$ cat config.mk
export PLATFORM = sky130hd
export DESIGN_NAME = hazard_fwd_unit
export DESIGN_NICKNAME = d
export VERILOG_FILES = /design/src/rtl/hfu_pkg.sv /design/src/rtl/fwd_sel.sv /design/src/rtl/rf_bypass.sv /design/src/rtl/loaduse_fsm.sv /design/src/rtl/hazard_fwd_unit.sv
export SDC_FILE = /design/constraint.sdc
export NUM_CORES = 1
export LEC_CHECK = 0
export ABC_AREA = 1
export CAP_MARGIN = 15
export CELL_PAD_IN_SITES_DETAIL_PLACEMENT = 2
export CELL_PAD_IN_SITES_GLOBAL_PLACEMENT = 2
export CORE_UTILIZATION = 16
export DETAILED_ROUTE_END_ITERATION = 7
export PLACE_DENSITY_LB_ADDON = 0.1
export SYNTH_ARGS = -nofsm -noshare
export SYNTH_HDL_FRONTEND = slang
export SYNTH_SLANG_ARGS = --single-unit
$ cat constraint.sdc
create_clock -name clk -period 1.05 [get_ports clk]
set_input_delay 0.1575 -clock clk [delete_from_list [all_inputs] [get_ports clk]]
set_output_delay 0.1575 -clock clk [all_outputs]
set_load 0.01 [all_outputs]
$ cat src/rtl/hfu_pkg.sv
package hfu_pkg;
    typedef enum logic [1:0] {
        SEL_RF  = 2'b00,
        SEL_WB  = 2'b01,
        SEL_MEM = 2'b10
    } fwd_sel_e;

    typedef enum logic {
        ST_RUN  = 1'b0,
        ST_HELD = 1'b1
    } hz_state_e;
endpackage

$ cat src/rtl/fwd_sel.sv
module fwd_sel #(
    parameter int REG_AW = 5
) (
    input  logic [REG_AW-1:0] src,
    input  logic [REG_AW-1:0] mem_rd,
    input  logic              mem_we,
    input  logic [REG_AW-1:0] wb_rd,
    input  logic              wb_we,
    output logic [1:0]        sel
);
    import hfu_pkg::*;
    localparam logic [REG_AW-1:0] R_ZERO = '0;

    logic mem_hit, wb_hit;
    fwd_sel_e pick;

    assign mem_hit = mem_we && (mem_rd != R_ZERO) && (mem_rd == src);
    assign wb_hit  = wb_we  && (wb_rd  != R_ZERO) && (wb_rd  == src);

    always_comb begin
        if (mem_hit)     pick = SEL_MEM;
        else if (wb_hit) pick = SEL_WB;
        else             pick = SEL_RF;
    end

    assign sel = pick;
endmodule

$ cat src/rtl/rf_bypass.sv
module rf_bypass #(
    parameter int REG_AW = 5
) (
    input  logic [REG_AW-1:0] rd_addr,
    input  logic [REG_AW-1:0] wb_rd,
    input  logic              wb_we,
    output logic              hit
);
    localparam logic [REG_AW-1:0] R_ZERO = '0;
    assign hit = wb_we && (wb_rd != R_ZERO) && (wb_rd == rd_addr);
endmodule

$ cat src/rtl/loaduse_fsm.sv
module loaduse_fsm #(
    parameter int REG_AW = 5
) (
    input  logic              clk,
    input  logic              rst_n,
    input  logic              ex_memrd,
    input  logic [REG_AW-1:0] ex_rd,
    input  logic [REG_AW-1:0] id_rs1,
    input  logic [REG_AW-1:0] id_rs2,
    output logic              stall
);
    import hfu_pkg::*;
    localparam logic [REG_AW-1:0] R_ZERO = '0;

    hz_state_e state, state_nx;
    logic      hazard;

    assign hazard = ex_memrd && (ex_rd != R_ZERO) &&
                    ((ex_rd == id_rs1) || (ex_rd == id_rs2));

    always_ff @(posedge clk) begin
        if (!rst_n) state <= ST_RUN;
        else        state <= state_nx;
    end

    always_comb begin
        state_nx = state;
        stall    = 1'b0;
        unique case (state)
            ST_RUN: begin
                stall = hazard;
                if (hazard) state_nx = ST_HELD;
            end
            ST_HELD: begin
                stall    = 1'b0;
                state_nx = ST_RUN;
            end
        endcase
    end
endmodule

$ cat src/rtl/hazard_fwd_unit.sv
module hazard_fwd_unit #(
    parameter int REG_AW = 5
) (
    input  logic              clk,
    input  logic              rst_n,
    input  logic [REG_AW-1:0] id_rs1,
    input  logic [REG_AW-1:0] id_rs2,
    input  logic [REG_AW-1:0] ex_rs1,
    input  logic [REG_AW-1:0] ex_rs2,
    input  logic [REG_AW-1:0] ex_rd,
    input  logic              ex_memrd,
    input  logic [REG_AW-1:0] mem_rd,
    input  logic              mem_we,
    input  logic [REG_AW-1:0] wb_rd,
    input  logic              wb_we,
    output logic [1:0]        fwd_a,
    output logic [1:0]        fwd_b,
    output logic              id_byp_a,
    output logic              id_byp_b,
    output logic              pc_hold,
    output logic              ifid_hold,
    output logic              ctrl_zero
);
    localparam int NOPS = 2;

    logic [REG_AW-1:0] ex_src [NOPS];
    logic [REG_AW-1:0] id_src [NOPS];
    logic [1:0]        sel    [NOPS];
    logic              byp    [NOPS];
    logic              stall;

    assign ex_src[0] = ex_rs1;
    assign ex_src[1] = ex_rs2;
    assign id_src[0] = id_rs1;
    assign id_src[1] = id_rs2;

    for (genvar g = 0; g < NOPS; g++) begin : g_op
        fwd_sel #(.REG_AW(REG_AW)) fwd_i (
            .src(ex_src[g]), .mem_rd(mem_rd), .mem_we(mem_we),
            .wb_rd(wb_rd), .wb_we(wb_we), .sel(sel[g])
        );
        rf_bypass #(.REG_AW(REG_AW)) byp_i (
            .rd_addr(id_src[g]), .wb_rd(wb_rd), .wb_we(wb_we), .hit(byp[g])
        );
    end

    loaduse_fsm #(.REG_AW(REG_AW)) lu_i (
        .clk(clk), .rst_n(rst_n), .ex_memrd(ex_memrd), .ex_rd(ex_rd),
        .id_rs1(id_rs1), .id_rs2(id_rs2), .stall(stall)
    );

    assign fwd_a     = sel[0];
    assign fwd_b     = sel[1];
    assign id_byp_a  = byp[0];
    assign id_byp_b  = byp[1];
    assign pc_hold   = stall;
    assign ifid_hold = stall;
    assign ctrl_zero = stall;
endmodule

# Yosys cells after proc, flatten, opt, wreduce, memory -nomap -nowiden
# Index checks and enable logic that the tools add are counted.
# Widths: inputs -> output; s select.
# word_totals
regBits,1
in_bits,40
elab_cells,31
# op_classes
eq_ne,8
muxes,7
n_bitwise,1
n_reduce_logical,14
# ops
op,count
$eq 5x5->1,8
$reduce_bool 5->1,3
$logic_and 1x1->1,10
$mux 2,2
$pmux 1 s2,2
$mux 1,3
$logic_or 1x1->1,1
$not 1->1,1

# Depth between registers and ports, before layout
# depth
word_depth,5
mapped_depth,9

# Hierarchy
# A second synthesis with hierarchy kept.
# hier_totals
hier_cells,216
hier_area_um2,933.4
# by_module_without_submodules
mod,n_inst,cells_each,area_per_inst_um2,seq_area_each_um2
fwd_sel,2,51,221.5,0.0
loaduse_fsm,1,54,242.7,20.0
rf_bypass,2,29,116.4,0.0
hazard_fwd_unit,1,2,15.0,0.0

# Worst setup path after synthesis
# Ideal clock, no wire load.
# synth_timing
path_type,in2out
start,input wb_rd[2]
end,output id_byp_a
arrival_time_ns,0.811
slack_ns,0.081
path_stages,4
cell_sequence,buf_2 xnor2_1 nand4_1 nor3_1
# synth_between
elab_chain_cells,3
word_cells_on_any_way,4
classes_between,1 x eq/ne; 3 x reduce/logical
# synth_lines
element,line_no,rtl
from (decl),hazard_fwd_unit.sv:14,"input logic [REG_AW-1:0] wb_rd,"
$reduce_bool 5->1,rf_bypass.sv:10,assign hit = wb_we && (wb_rd != R_ZERO) && (wb_rd == rd_addr);
$logic_and 1x1->1,rf_bypass.sv:10,
$logic_and 1x1->1 (*),rf_bypass.sv:10,
to (decl),hazard_fwd_unit.sv:18,"output logic id_byp_a,"
# Mark *: on every way between the ends. The rest lies on a longest branch, timed or not.

# Final worst setup path
# layout_timing
start,input mem_rd[0]
end,output fwd_b[0]
# layout_between
elab_chain_cells,4
word_cells_on_any_way,5
classes_between,1 x eq/ne; 1 x mux; 3 x reduce/logical
# layout_lines
element,line_no,rtl
from (decl),hazard_fwd_unit.sv:12,"input logic [REG_AW-1:0] mem_rd,"
$reduce_bool 5->1,fwd_sel.sv:17,assign mem_hit = mem_we && (mem_rd != R_ZERO) && (mem_rd == src);
$logic_and 1x1->1,fwd_sel.sv:17,
$logic_and 1x1->1 (*),fwd_sel.sv:17,
$mux 2 (*),fwd_sel.sv:21,if (mem_hit) pick = SEL_MEM;
to (decl),hazard_fwd_unit.sv:17,"output logic [1:0] fwd_b,"
# Marked as above.

==> results.py <==
metrics = {
    "timing": {
        "maxSlewHeadroom": 0.874,
        "clock_skew_ns": 0,
        "hold_viol": 0,
        "fin_crit_ns": 1.12,
        "setup_slack_ns": -0.0719,
        "rsz0062_at_grt": "yes",
        "timing.final.crit_share": 1.07,
        "finalMaxSlewViolations": 0,
        "finalSetupViolations": 7,
        "timing.fmax_mhz": 891,
        "worst_slew_pin_slew_ns": 0.188,
    },
    "worst_setup_path": {
        "crit_arrival_ns": 0.96,
        "required_ns": 0.89,
        "cpPeakStageDelay_ns": 0.18,
        "rrSetupSlack_ns": 0.29,
        "crit_chain": "buf_8 > nor2_2 > nand2_1 > o21ai_2 > nor3_2 > nor2_1 > buf_2",
        "reg2reg_depth": 6,
        "r2r-end": "lu_i.state",
        "worstSetupStartpointType": "input pin",
        "slowest_stage": "o21ai_2",
        "critical_path_class": "in -> out",
        "timing.rr.start": "lu_i.state",
        "crit_fanout": 3,
        "cp-end-kind": "output pin",
    },
    "finish": {
        "regMostFlops": "lu_i.state",
        "utilization": 0.353,
        "reg.largest.list": "lu_i.state (1)",
        "post_route_cells_drive_above_1_share": 0.625,
        "largest_reg_flops": 1,
        "synthToLayoutAreaGrowth_pct": 111,
        "final_common_cell": "nand2_1",
        "final_cell_mix": "nand2_1, buf_6, buf_2, buf_4, xnor2_2",
        "diodes": 0,
        "fill_cells": 505,
        "finalNetCount": 218,
    },
    "hold_path": {
        "min_to": "lu_i.state",
        "hp-class": "reg -> reg",
        "min_delay_path_depth": 6,
        "min_from": "lu_i.state",
    },
    "logic_synthesis": {
        "synth_edf_count": 0,
        "synth-main-ff-cell": "dfxtp_1",
        "ys_seq_area_frac": 0.0275,
        "synth_cells": 123,
        "avgSynthCellArea_um2": 5.92,
        "yosys_warnings": 0,
        "syn-num-nets": 163,
        "async_flop_share": 0,
        "syn-cell-area_um2": 728,
        "ys_ff_latch": 1,
        "synth_cell_types": 17,
    },
    "routing": {
        "dr_wl_met3_um": 106,
        "drtIter0Drc": 12,
        "avgViaCountPerCell": 4.02,
        "topRoutingLayerUsed": "met3",
        "postRouteAntennaNets": 0,
        "drt-met1-wl_um": 1280,
        "drt_wl_total_um": 2930,
        "via_count": 916,
        "wl_met2_um": 1550,
        "dr.pass1.iters": 4,
        "drc_errors": 0,
        "wl_per_cell_um": 12.9,
    },
    "pwr": {
        "irDropWorstVdd_mv": 0.216,
        "powerDensity_nw_per_um2": 422,
        "leakagePower_nw": 0.770,
    },
    "floorplan": {
        "placementRows": 24,
        "core_um2": 4350,
        "die_w_um": 69.5,
        "ioPinCount": 49,
        "die_h_um": 69.5,
        "initial_core_util": 0.167,
        "die-area_um2": 4820,
    },
    "placed_design": {
        "port_buffers": 48,
        "place_congestion": 0.758,
        "post-place-ws_ns": -1.00,
        "dp_hpwl_um": 2550,
    },
    "clock_network": {
        "cts.reportedPaths.clkPinSlew_ns": 0,
        "cts_hold_buf": 0,
        "clock_latency_ns": 0,
        "post_cts_buffers": 0,
    },
    "global_route": {
        "grt_util_all_layers": 0.124,
        "grt_first_pass_wirelength_um": 5010,
        "grt_pass1_vias": 1027,
        "grt_max_degree": 6,
        "antenna_found_initial": 0,
        "gr-total-overflow": 0,
    },
    "job": {
        "maxCapViolCount": 0,
    },
    "outcome": {
        "violations": "negative setup slack",
        "outcome": "finished with violations",
    },
}
-- per-layer routing --
layer	up-vias	GRT usage
met4	0	0
met3	0	0.00727
met2	23	0.238
met5	-	0
li1	472	-
met1	421	0.161
-- power breakdown --
group | internal (mW) | total [mW] | switching (mW) | leakage, nW
sequential | 0.0396 | 0.0398 | 0.000235 | 0.00808
combinational | 0.345 | 0.608 | 0.264 | 0.762
clock | 0 | 0 | 0 | 0
total | 0.384 | 0.648 | 0.264 | 0.770
-- area by class of cell --
| cell class | count | area (um^2) | area share |
|---|---|---|---|
| well taps | 52 | 65.1 | 0.0423 |
| repair buffers | 62 | 578 | 0.376 |
| flip-flops and latches | 1 | 20.0 | 0.0130 |
| multi-input cells | 95 | 805 | 0.523 |
| inverters | 18 | 70.1 | 0.0456 |
-- worst max-delay path by stage --
stage	startpoint	endpoint	slack [ns]
global route	id_rs2[2]	id_byp_b	-0.16
finish	mem_rd[0]	fwd_b[0]	-0.07
CTS	ex_rd[0]	pc_hold	-0.07
floorplan	wb_rd[2]	id_byp_a	0.08
detailed placement	wb_rd[3]	fwd_a[0]	-1.00
global placement	wb_rd[3]	fwd_a[0]	-1.00
-- worst max-delay path, delay by kind of cell --
family | cells | cell delay [ns]
AO/OA/AOI/OAI | 1 | 0.18
buffers and inverters | 2 | 0.24
AND/OR/NAND/NOR | 4 | 0.37
-- synthesized netlist by cell type (3+ instances only) --
cell / count / area share
buf_2: 3 / 0.021
buf_4: 4 / 0.041
inv_1: 15 / 0.077
inv_2: 3 / 0.015
nand2_1: 28 / 0.14
nand3_1: 7 / 0.048
nand4_1: 3 / 0.026
nor2_1: 13 / 0.067
nor2_2: 3 / 0.026
nor3_1: 3 / 0.021
nor3_2: 3 / 0.041
xnor2_1: 23 / 0.28
xor2_1: 9 / 0.11
-- cells by family after synthesis --
kind of cell              count (synthesis)  synth area share
buffers and inverters                    27             0.186
and+or+nand+nor                          62             0.390
AOI/OAI and AO/OA                         1            0.0120
DFF                                       1            0.0275
xor gates and xnor gates                 32             0.385
-- what timing repair did --
item                                    in CTS  in global routing
endpoints found under the hold margin        0                  0
gates resized for setup                    254                 31
endpoints found under the setup margin      10                 10
pin swaps                                   48                 18
-- through the flow --
step,power (mW),instance area [um^2],instances,hold WS [ns],TNS [ns]
6_report,0.648,1540,228,0.672,-0.361
2_1_floorplan,0.262,728,123,0.283,0
5_1_grt,0.699,1540,228,0.710,-0.925
4_1_cts,0.592,1400,228,0.694,-0.418
3_5_place_dp,0.536,1310,228,0.688,-9.11
3_3_place_gp,0.521,1310,228,0.660,-8.83
(Power assumes the default switching activity.)
